==> src/rtl/rf_rename_pkg.sv <==
package rf_rename_pkg;

  // Physical pair layout
  localparam int PAIR_AF    = 0;   // two entries
  localparam int PAIR_BC    = 2;   // two entries, one per bank
  localparam int PAIR_DEHL  = 4;   // four entries, two per bank
  localparam int PAIR_IX    = 8;
  localparam int PAIR_IY    = 9;
  localparam int PAIR_SP    = 10;
  localparam int PAIR_WZ    = 11;
  localparam int PHYS_PAIRS = 12;
  localparam int IDX_W      = $clog2(PHYS_PAIRS);
  localparam int NUM_STROBES = 3;

  typedef enum logic [2:0] {
    SEL_BC   = 3'd0,
    SEL_DE   = 3'd1,
    SEL_HL   = 3'd2,
    SEL_AF   = 3'd3,
    SEL_IX   = 3'd4,
    SEL_IY   = 3'd5,
    SEL_SP   = 3'd6,
    SEL_NONE = 3'd7
  } pairSel_e;

  // Rename state handed from control to datapath
  typedef struct packed {
    logic       afSel;
    logic       bankSel;
    logic [1:0] dhSel;   // one DE/HL bit per bank
  } renameMap_t;

endpackage

==> src/rtl/rf_rename_ctl.sv <==
module rf_rename_ctl
  import rf_rename_pkg::*;
(
  input  logic       clk,
  input  logic       rstN,
  input  logic       exAf,
  input  logic       exBank,
  input  logic       exDeHl,
  output renameMap_t mapQ
);

  logic [NUM_STROBES-1:0] strobeVec;
  logic [NUM_STROBES-1:0] prevQ;
  logic [NUM_STROBES-1:0] edgeVec;

  assign strobeVec = {exDeHl, exBank, exAf};

  // one toggle per rising edge of each strobe
  for (genvar g = 0; g < NUM_STROBES; g++) begin : gEdge
    always_ff @(posedge clk or negedge rstN) begin
      if (!rstN) prevQ[g] <= 1'b0;
      else       prevQ[g] <= strobeVec[g];
    end
    assign edgeVec[g] = strobeVec[g] & ~prevQ[g];
  end

  always_ff @(posedge clk or negedge rstN) begin
    if (!rstN) begin
      mapQ <= '0;
    end else begin
      if (edgeVec[0]) mapQ.afSel   <= ~mapQ.afSel;
      if (edgeVec[1]) mapQ.bankSel <= ~mapQ.bankSel;
      if (edgeVec[2]) mapQ.dhSel[mapQ.bankSel] <= ~mapQ.dhSel[mapQ.bankSel];
    end
  end

  // a held strobe must not toggle again
  p_af_held_once_r8: assert property (@(posedge clk) disable iff (!rstN)
    (exAf && prevQ[0]) |=> $stable(mapQ.afSel));

  p_bank_held_once_r8: assert property (@(posedge clk) disable iff (!rstN)
    (exBank && prevQ[1]) |=> $stable(mapQ.bankSel));

  // a fresh edge flips the accumulator pair selection
  p_af_flip_r5: assert property (@(posedge clk) disable iff (!rstN)
    (exAf && !prevQ[0]) |=> (mapQ.afSel != $past(mapQ.afSel)));

  // DE/HL toggle leaves the bank that was inactive untouched
  p_dehl_other_bank_r7: assert property (@(posedge clk) disable iff (!rstN)
    (exDeHl && !prevQ[2]) |=>
      (mapQ.dhSel[~$past(mapQ.bankSel)] == $past(mapQ.dhSel[~mapQ.bankSel])));

endmodule

==> src/rtl/rf_pair_store.sv <==
module rf_pair_store
  import rf_rename_pkg::*;
#(
  parameter int BYTE_W = 8
) (
  input  logic                clk,
  input  logic                rstN,
  input  renameMap_t          mapSel,
  input  logic [2:0]          pairSel,
  input  logic                internalAcc,
  input  logic                wrLo,
  input  logic                wrHi,
  input  logic [2*BYTE_W-1:0] wrData,
  output logic [BYTE_W-1:0]   rdLo,
  output logic [BYTE_W-1:0]   rdHi
);

  logic [IDX_W-1:0]  selIdx;
  logic              selValid;
  logic [BYTE_W-1:0] loQ [PHYS_PAIRS];
  logic [BYTE_W-1:0] hiQ [PHYS_PAIRS];
  logic              bank;
  logic              dhBit;

  assign bank  = mapSel.bankSel;
  assign dhBit = mapSel.dhSel[bank];

  // logical name to physical pair
  always_comb begin
    selValid = 1'b1;
    selIdx   = '0;
    if (internalAcc) begin
      selIdx = IDX_W'(PAIR_WZ);
    end else begin
      unique case (pairSel_e'(pairSel))
        SEL_BC: selIdx = IDX_W'(PAIR_BC + int'(bank));
        SEL_DE: selIdx = IDX_W'(PAIR_DEHL + 2 * int'(bank) + (dhBit ? 0 : 1));
        SEL_HL: selIdx = IDX_W'(PAIR_DEHL + 2 * int'(bank) + (dhBit ? 1 : 0));
        SEL_AF: selIdx = IDX_W'(PAIR_AF + int'(mapSel.afSel));
        SEL_IX: selIdx = IDX_W'(PAIR_IX);
        SEL_IY: selIdx = IDX_W'(PAIR_IY);
        SEL_SP: selIdx = IDX_W'(PAIR_SP);
        default: selValid = 1'b0;
      endcase
    end
  end

  for (genvar g = 0; g < PHYS_PAIRS; g++) begin : gPair
    logic hit;
    assign hit = selValid && (selIdx == IDX_W'(g));

    always_ff @(posedge clk or negedge rstN) begin
      if (!rstN) begin
        loQ[g] <= '0;
        hiQ[g] <= '0;
      end else begin
        if (wrLo && hit) loQ[g] <= wrData[BYTE_W-1:0];
        if (wrHi && hit) hiQ[g] <= wrData[2*BYTE_W-1:BYTE_W];
      end
    end
  end

  assign rdLo = selValid ? loQ[selIdx] : '0;
  assign rdHi = selValid ? hiQ[selIdx] : '0;

  // a low-half write is visible next cycle on the same physical pair
  p_low_write_lands_r2: assert property (@(posedge clk) disable iff (!rstN)
    ($past(rstN) && $past(wrLo && selValid) && (selIdx == $past(selIdx)))
      |-> (rdLo == $past(wrData[BYTE_W-1:0])));

  // the unused code reads as zero
  p_none_reads_zero_r3: assert property (@(posedge clk) disable iff (!rstN)
    (!internalAcc && pairSel == 3'd7) |-> (rdLo == '0 && rdHi == '0));

  // the hidden pair only moves under internal access
  p_wz_guard_r4: assert property (@(posedge clk) disable iff (!rstN)
    !(internalAcc && (wrLo || wrHi)) |=>
      ($stable(loQ[PAIR_WZ]) && $stable(hiQ[PAIR_WZ])));

endmodule

==> src/rtl/regfile_rename.sv <==
module regfile_rename
  import rf_rename_pkg::*;
#(
  parameter int BYTE_W = 8
) (
  input  logic                clk,
  input  logic                rstN,
  input  logic [2:0]          pairSel,
  input  logic                internalAcc,
  input  logic                wrLo,
  input  logic                wrHi,
  input  logic [2*BYTE_W-1:0] wrData,
  input  logic                exAf,
  input  logic                exBank,
  input  logic                exDeHl,
  output logic [BYTE_W-1:0]   rdLo,
  output logic [BYTE_W-1:0]   rdHi
);

  renameMap_t mapQ;

  rf_rename_ctl uCtl (
    .clk    (clk),
    .rstN   (rstN),
    .exAf   (exAf),
    .exBank (exBank),
    .exDeHl (exDeHl),
    .mapQ   (mapQ)
  );

  rf_pair_store #(.BYTE_W(BYTE_W)) uStore (
    .clk         (clk),
    .rstN        (rstN),
    .mapSel      (mapQ),
    .pairSel     (pairSel),
    .internalAcc (internalAcc),
    .wrLo        (wrLo),
    .wrHi        (wrHi),
    .wrData      (wrData),
    .rdLo        (rdLo),
    .rdHi        (rdHi)
  );

endmodule

==> config.mk <==
export PLATFORM = sky130hd
export DESIGN_NAME = regfile_rename
export DESIGN_NICKNAME = d
export VERILOG_FILES = /design/src/rtl/rf_rename_pkg.sv /design/src/rtl/rf_rename_ctl.sv /design/src/rtl/rf_pair_store.sv /design/src/rtl/regfile_rename.sv
export SDC_FILE = /design/constraint.sdc
export NUM_CORES = 1
export LEC_CHECK = 0
export CAP_MARGIN = 10
export CORE_ASPECT_RATIO = 1.4
export CORE_MARGIN = 5
export CORE_UTILIZATION = 53
export CTS_CLUSTER_DIAMETER = 30
export CTS_CLUSTER_SIZE = 12
export DETAILED_ROUTE_END_ITERATION = 6
export GPL_TIMING_DRIVEN = 0
export PLACE_DENSITY_LB_ADDON = 0.05
export SYNTH_ARGS = -nofsm -noshare
export SYNTH_HDL_FRONTEND = slang
export SYNTH_HIERARCHICAL = 1
export SYNTH_SLANG_ARGS = --single-unit
==> constraint.sdc <==
create_clock -name clk -period 2.4 [get_ports clk]
set_input_delay 0.36 -clock clk [delete_from_list [all_inputs] [get_ports clk]]
set_output_delay 0.36 -clock clk [all_outputs]
set_load 0.05 [all_outputs]
---- After elaboration in Yosys (flattened, before gate mapping) ----
Index checks and enable logic that the tools add are counted.
cells by class
  add/sub/neg operators ................... 4
  muxes and demuxes ....................... 19
  bitwise gates (word level) .............. 10
  reductions and logical operators ........ 40
  magnitude comparators ................... 3
  equal/unequal tests ..................... 17
operator list
  kind                   count
  $bmux W8 S4            2
  $mux W8                6
  $logic_and A1 B1 Y1    37
  $pmux W4 S7            1
  $eq A4 B3 Y1 const B   4
  $eq A4 B4 Y1 const B   4
  $eq A3 B3 Y1 const B   3
  $add A4 B4 Y4          2
  $eq A4 B2 Y1 const B   2
  $mux W1                7
  $reduce_or A7 Y1       1
  $eq A3 B2 Y1 const B   2
  $not A1 Y1             6
  $ge A5 B5 Y1 const B   1
  $not A4 Y5             1
  $add A3 B2 Y4 const A  1
  $eq A4 B1 Y1 const B   1
  $logic_not A4 Y1       1
  $mux W4                1
  $add A2 B1 Y3 const A  1
  $and A1 B1 Y1          3
  $eq A3 B1 Y1 const B   1
  $logic_not A3 Y1       1
  $bwmux W2              1
  3 further kinds        3
storage, ports and cells
  flip-flop bits (word level) ............. 199
  input port bits ......................... 27
  output and inout bits ................... 16
  word-level logic and storage cells ...... 123

---- Longest topological paths before layout ----
  depth in word-level cells ............... 11
  mapped depth ............................ 11
  mapped depth without buffers ............ 6

---- By module ----
The synthesis kept the hierarchy.
by module, submodules not included
  module         cells each  area an instance (um^2)  sequential area each (um^2)  times used
  rf_pair_store  743         9265.1                   4804.6                       1
  rf_rename_ctl  15          242.7                    175.2                        1

---- Least setup slack after synthesis ----
No wires, ideal clock.
  path type ............................... register to output
  from .................................... register uCtl/mapQ[2] (netlist name)
  to ...................................... output port rdHi[7]
  data required time ...................... 2040 ps
  buffers on the path ..................... 3
  cell stages (with the launch flop) ...... 10
  path slack .............................. -1144 ps
  arrival time ............................ 3184 ps
  path through ............................ dfrtp_1 > nor4bb_1 > a311oi_2 > o221ai_1 > buf_2 > buf_4 > buf_2 > nand3_1 > a21oi_1 > nor4_1
on the way
  cells in the longest elaborated chain, start to end .. 11
  elaborated cells between the ends (all ways) .. 15
  those cells by class .................... add/sub (4); mux (10); bitwise (1)
RTL lines
  element                                                                line                  text
  parallel branches: the longest is 4 deep, another holds $add A3 B2 Y4  -
  $pmux W4 S7 (*)                                                        rf_pair_store.sv:35   unique case (pairSel_e'(pairSel))
  $mux W4 (*)                                                            rf_pair_store.sv:32   if (internalAcc) begin
  $not A4 Y5 (implied by the code) (*)                                   rf_pair_store.sv:64   assign rdHi = selValid ? hiQ[selIdx] : '0;
  $bmux W8 S4 (*)                                                        rf_pair_store.sv:64
  $mux W8 (implied by the code) (*) (2 in series)                        rf_pair_store.sv:64
  $mux W8 (*)                                                            rf_pair_store.sv:64
  end: declaration                                                       regfile_rename.sv:17  output logic [BYTE_W-1:0] rdHi
Mark *: on every way between the ends. The select of a mux whose other input is x is not followed.

---- Final worst setup path ----
  from .................................... input port pairSel[0]
  to ...................................... output port rdHi[5]
on the way
  cells in the longest elaborated chain, start to end .. 8
  elaborated cells between the ends (all ways) .. 17
  those cells by class .................... eq/ne (6); mux (8); bitwise (1); reduce/logical (2)
RTL lines
  element                                      line                 text
  start: declaration                           regfile_rename.sv:8  input logic [2:0] pairSel,
  $eq A3 B3 Y1, or another cell as far along   rf_pair_store.sv:35
  $pmux W4 S7                                  rf_pair_store.sv:35
  $mux W4                                      rf_pair_store.sv:32
  $not A4 Y5 (implied by the code)             rf_pair_store.sv:64
  $bmux W8 S4                                  rf_pair_store.sv:64
  $mux W8 (implied by the code) (2 in series)  rf_pair_store.sv:64
  $mux W8 (*)                                  rf_pair_store.sv:64
Every way passes the cells marked *; elsewhere a longest branch is shown, timed or not. The select of a mux whose other input is x is not followed.

==> run_results.csv <==
group,metric,value,unit
logic_synthesis,synth_area_per_cell,12.54,sq um
place,io_buffers,40,
job,cap_violations,0,
logic_synthesis,yosysWarningCount,6,
clock_network,clockRootBuffer,"clkbuf_16",
floorplan,die_area,20760,sq um
critical_path,crit_chain,"dlygate4sd2_1 > buf_4 > nor3_1 > o21ai_0 > nor2_2 > buf_6 > nand3_1 > o211a_4 > buf_6",
logic_synthesis,synth-edff-count,0,
place,place_worst_setup_slack,-2.016,ns
timing,drv_slew,0,
grt,grt_use_met1,0.3353,
final_layout,n_fill_cell,1264,
critical_path,end_kind,"primary output",
detailed_routing,viasPerCell,6.265,
floorplan,die_w,123.2,um
critical_path,critPathMaxStageDelay,0.94,ns
grt,grt-busiest-layer,"met2",
logic_synthesis,synthSimpleGateAreaFrac,0.08922,
timing,relSlewSlack,0.1736,
grt,grt_pass1_wl,41760,um
logic_synthesis,synthCells,758,
timing,holdWs,0.3819,ns
clock_network,clk_latency,0.44,ns
clock_network,htreeDepth,4,
floorplan,coreArea,17780,sq um
clock_network,clk_pin_slew,0.07,ns
critical_path,worstPathRequired,2.04,ns
logic_synthesis,synthTopCellsByArea,"dfrtp_1 (52%), mux2_2 (13%), mux2_1 (9.5%)",
clock_network,cts_sinks,199,
logic_synthesis,ys_ff_latch,199,
logic_synthesis,synthesis.nets,785,
place,gp_congestion,0.8799,
timing,rsz0062_at_grt,"true",
detailed_routing,wl_per_cell,25.48,um
floorplan,ios,43,
timing,timing.final.ws_setup,-0.7638,ns
critical_path,critPathArrivalTime,2.80,ns
power_and_ir_drop,irDropWorstVdd,0.0005345,V
final_layout,fin_util,0.7008,
logic_synthesis,synth_top_family_by_area,"multiplexers",
critical_path,cp_common_cell,"buf_6",
logic_synthesis,async_flop_share,1.000,
final_layout,multi_input_area,5134,sq um
final_layout,regArea,4981,sq um
logic_synthesis,synth_common_cells,"dfrtp_1 (199), mux2_2 (112), mux2_1 (80)",
critical_path,crit_family,"compound AO/OA/AOI/OAI gates",
critical_path,critPathLaunchType,"primary input",
timing,max_freq,316.1,MHz
timing,hold_viol_final,0,
timing,finalSetupViolCount,120,
logic_synthesis,ys_types,55,
final_layout,synthToLayoutAreaGrowth,31.06,%
timing,worst_pin_slew,1.227,ns
logic_synthesis,synth_xor_area_frac,0.004606,
timing,clock_skew,0.01090,ns
grt,grt_usage,0.2716,
logic_synthesis,yosys.area.top_type,"dfrtp_1",
critical_path,slowest_stage,"o21ai_0",
final_layout,drive_gt1_frac,0.4584,
clock_network,cts.path.max_buffers,2,
outcome,status,"finished with violations",
power_and_ir_drop,p_leak,5.583,nW
power_and_ir_drop,power_density,1029,nW/um^2
detailed_routing,ant_nets,0,
grt,grt_max_degree,136,
logic_synthesis,yosys.cell_count.top_type,"dfrtp_1",
logic_synthesis,synth_top_area_frac,0.5238,
grt,grt_pass1_vias,7271,
final_layout,antennaDiodeCount,0,
detailed_routing,drtIter0Drc,626,
detailed_routing,drt-total-wl,28180,um
floorplan,rows,58,
detailed_routing,dr.pass1.iters,6,
logic_synthesis,synthFlopType,"dfrtp_1",
timing,min_period,3.164,ns
place,dp_hpwl,17240,um
detailed_routing,drc,0,
detailed_routing,vias,6929,
floorplan,die_y,168.5,um
grt,gr-usage-met2,0.4588,
grt,overflow,0,
logic_synthesis,yosysSeqAreaShare,0.5238,
clock_network,cts_made_buffers,17,
critical_path,critPathKind,"in -> out",
grt,grtUsageMet3,0.05114,
min_path,holdCritPathClass,"in -> reg",
logic_synthesis,synth_adder_area_share,0,
timing,timing.final.crit_share,1.318,
logic_synthesis,synth_compound_area_frac,0.08251,
grt,antenna_found_initial,0,
logic_synthesis,syn_area,9508,sq um
logic_synthesis,synth_mux_area_frac,0.2674,
outcome,violations,"setup timing",
critical_path,cp.buffers_inverters,4,
floorplan,start_util,0.5348,
critical_path,worstPathMaxFanout,10,
clock_network,cts_tree,"yes",
final_layout,nets,880,
## layout by cell type, fill, tap and decap left out, types with 8 or more instances in the layout
cell type	instances
o211a_4	12
o21ai_0	13
nand3_1	36
o32ai_1	9
mux2_2	93
a31oi_1	8
clkdlybuf4s50_1	20
dfrtp_1	198
buf_8	11
clkbuf_1	19
clkbuf_16	18
mux2_4	78
buf_4	25
mux2_1	21
buf_6	26
buf_12	9
nand2_1	54
mux2i_1	31
a211oi_2	13
and3_1	8
## final cells by class
class / count / share of cell area
Sequential cell: 199 / 0.3997
Tap cell: 240 / 0.02410
Timing Repair Buffer: 77 / 0.07189
Clock inverter: 14 / 0.01506
Buffer: 59 / 0.04077
Multi-Input combinational cell: 495 / 0.4120
Clock buffer: 18 / 0.03524
Inverter: 4 / 0.001205
## kinds of logic (layout without fill, tap and decap cells)
kind of cell | count (synthesis) | count (layout)
AO/OA/AOI/OAI | 106 | 106
XOR/XNOR | 5 | 5
buffers and inverters | 64 | 172
flip-flops | 199 | 199
multiplexers | 230 | 230
AND/OR/NAND/NOR | 154 | 154
## stage by stage
step / std cells / cell area (sq um) / power (mW) / TNS (ns)
global route: 1106 / 12460 / 13.38 / -47.75
detailed placement: 1039 / 10430 / 8.485 / -135.58
finish: 1106 / 12460 / 12.82 / -38.66
global placement: 1038 / 10400 / 8.298 / -1465.95
floorplan: 758 / 9699 / 7.463 / -0.6419
CTS: 1099 / 11950 / 12.27 / -15.72
## what timing repair did
action                                  CTS  global route
pin swaps                                 9            19
cloned                                    4             1
gates resized for setup                 251           104
buffers inserted                         23             7
endpoints found under the hold margin    64             0
hold buffers                              1             0
endpoints found under the setup margin  176           143
## final timing paths
path	cells after the start	start	slack, ns	endpoint
worst max-delay path	9	pairSel[0]	-0.76	rdHi[5]
worst min-delay path	1	exBank	0.38	uCtl/prevQ[1]
worst max register to register	13	uCtl/mapQ[1]	-0.44	uStore/loQ[85]
worst min register to register	1	uStore/hiQ[41]	0.49	uStore/hiQ[41]
max in group asynchronous	3	rstN	0.90	uStore/loQ[95]
min in group asynchronous	2	rstN	0.46	uStore/hiQ[1]
## sequential cells by signal, summed over array words and instances (netlist names)
| register | cells |
|---|---|
| uStore/hiQ | 96 |
| uStore/loQ | 96 |
| uCtl/prevQ | 3 |
| uCtl/mapQ | 4 |
## worst reg2reg max path, stage by stage (launching register included)
cell	delay [ns]
dfrtp_1	0.37
nor4bb_4	0.35
a311oi_4	0.09
o221a_2	0.17
buf_8	0.14
buf_4	0.13
buf_6	0.12
buf_16	0.13
buf_4	0.13
buf_6	0.11
buf_6	0.11
nor2_2	0.21
nand3_4	0.27
mux2_4	0.40
## routing by layer
| metal | share of wire | wire, um |
|---|---|---|
| met1 | 0.40 | 11270 |
| met2 | 0.52 | 14520 |
| met3 | 0.051 | 1440 |
| met4 | 0.034 | 955 |
| met5 | 0 | 0 |
## where the power goes
group	switching (mW)	leakage [nW]	internal (mW)
Clock	1.37	0.309	1.62
Combinational	2.07	2.77	2.55
Sequential	0.698	2.50	4.52
(Power assumes the default switching activity.)
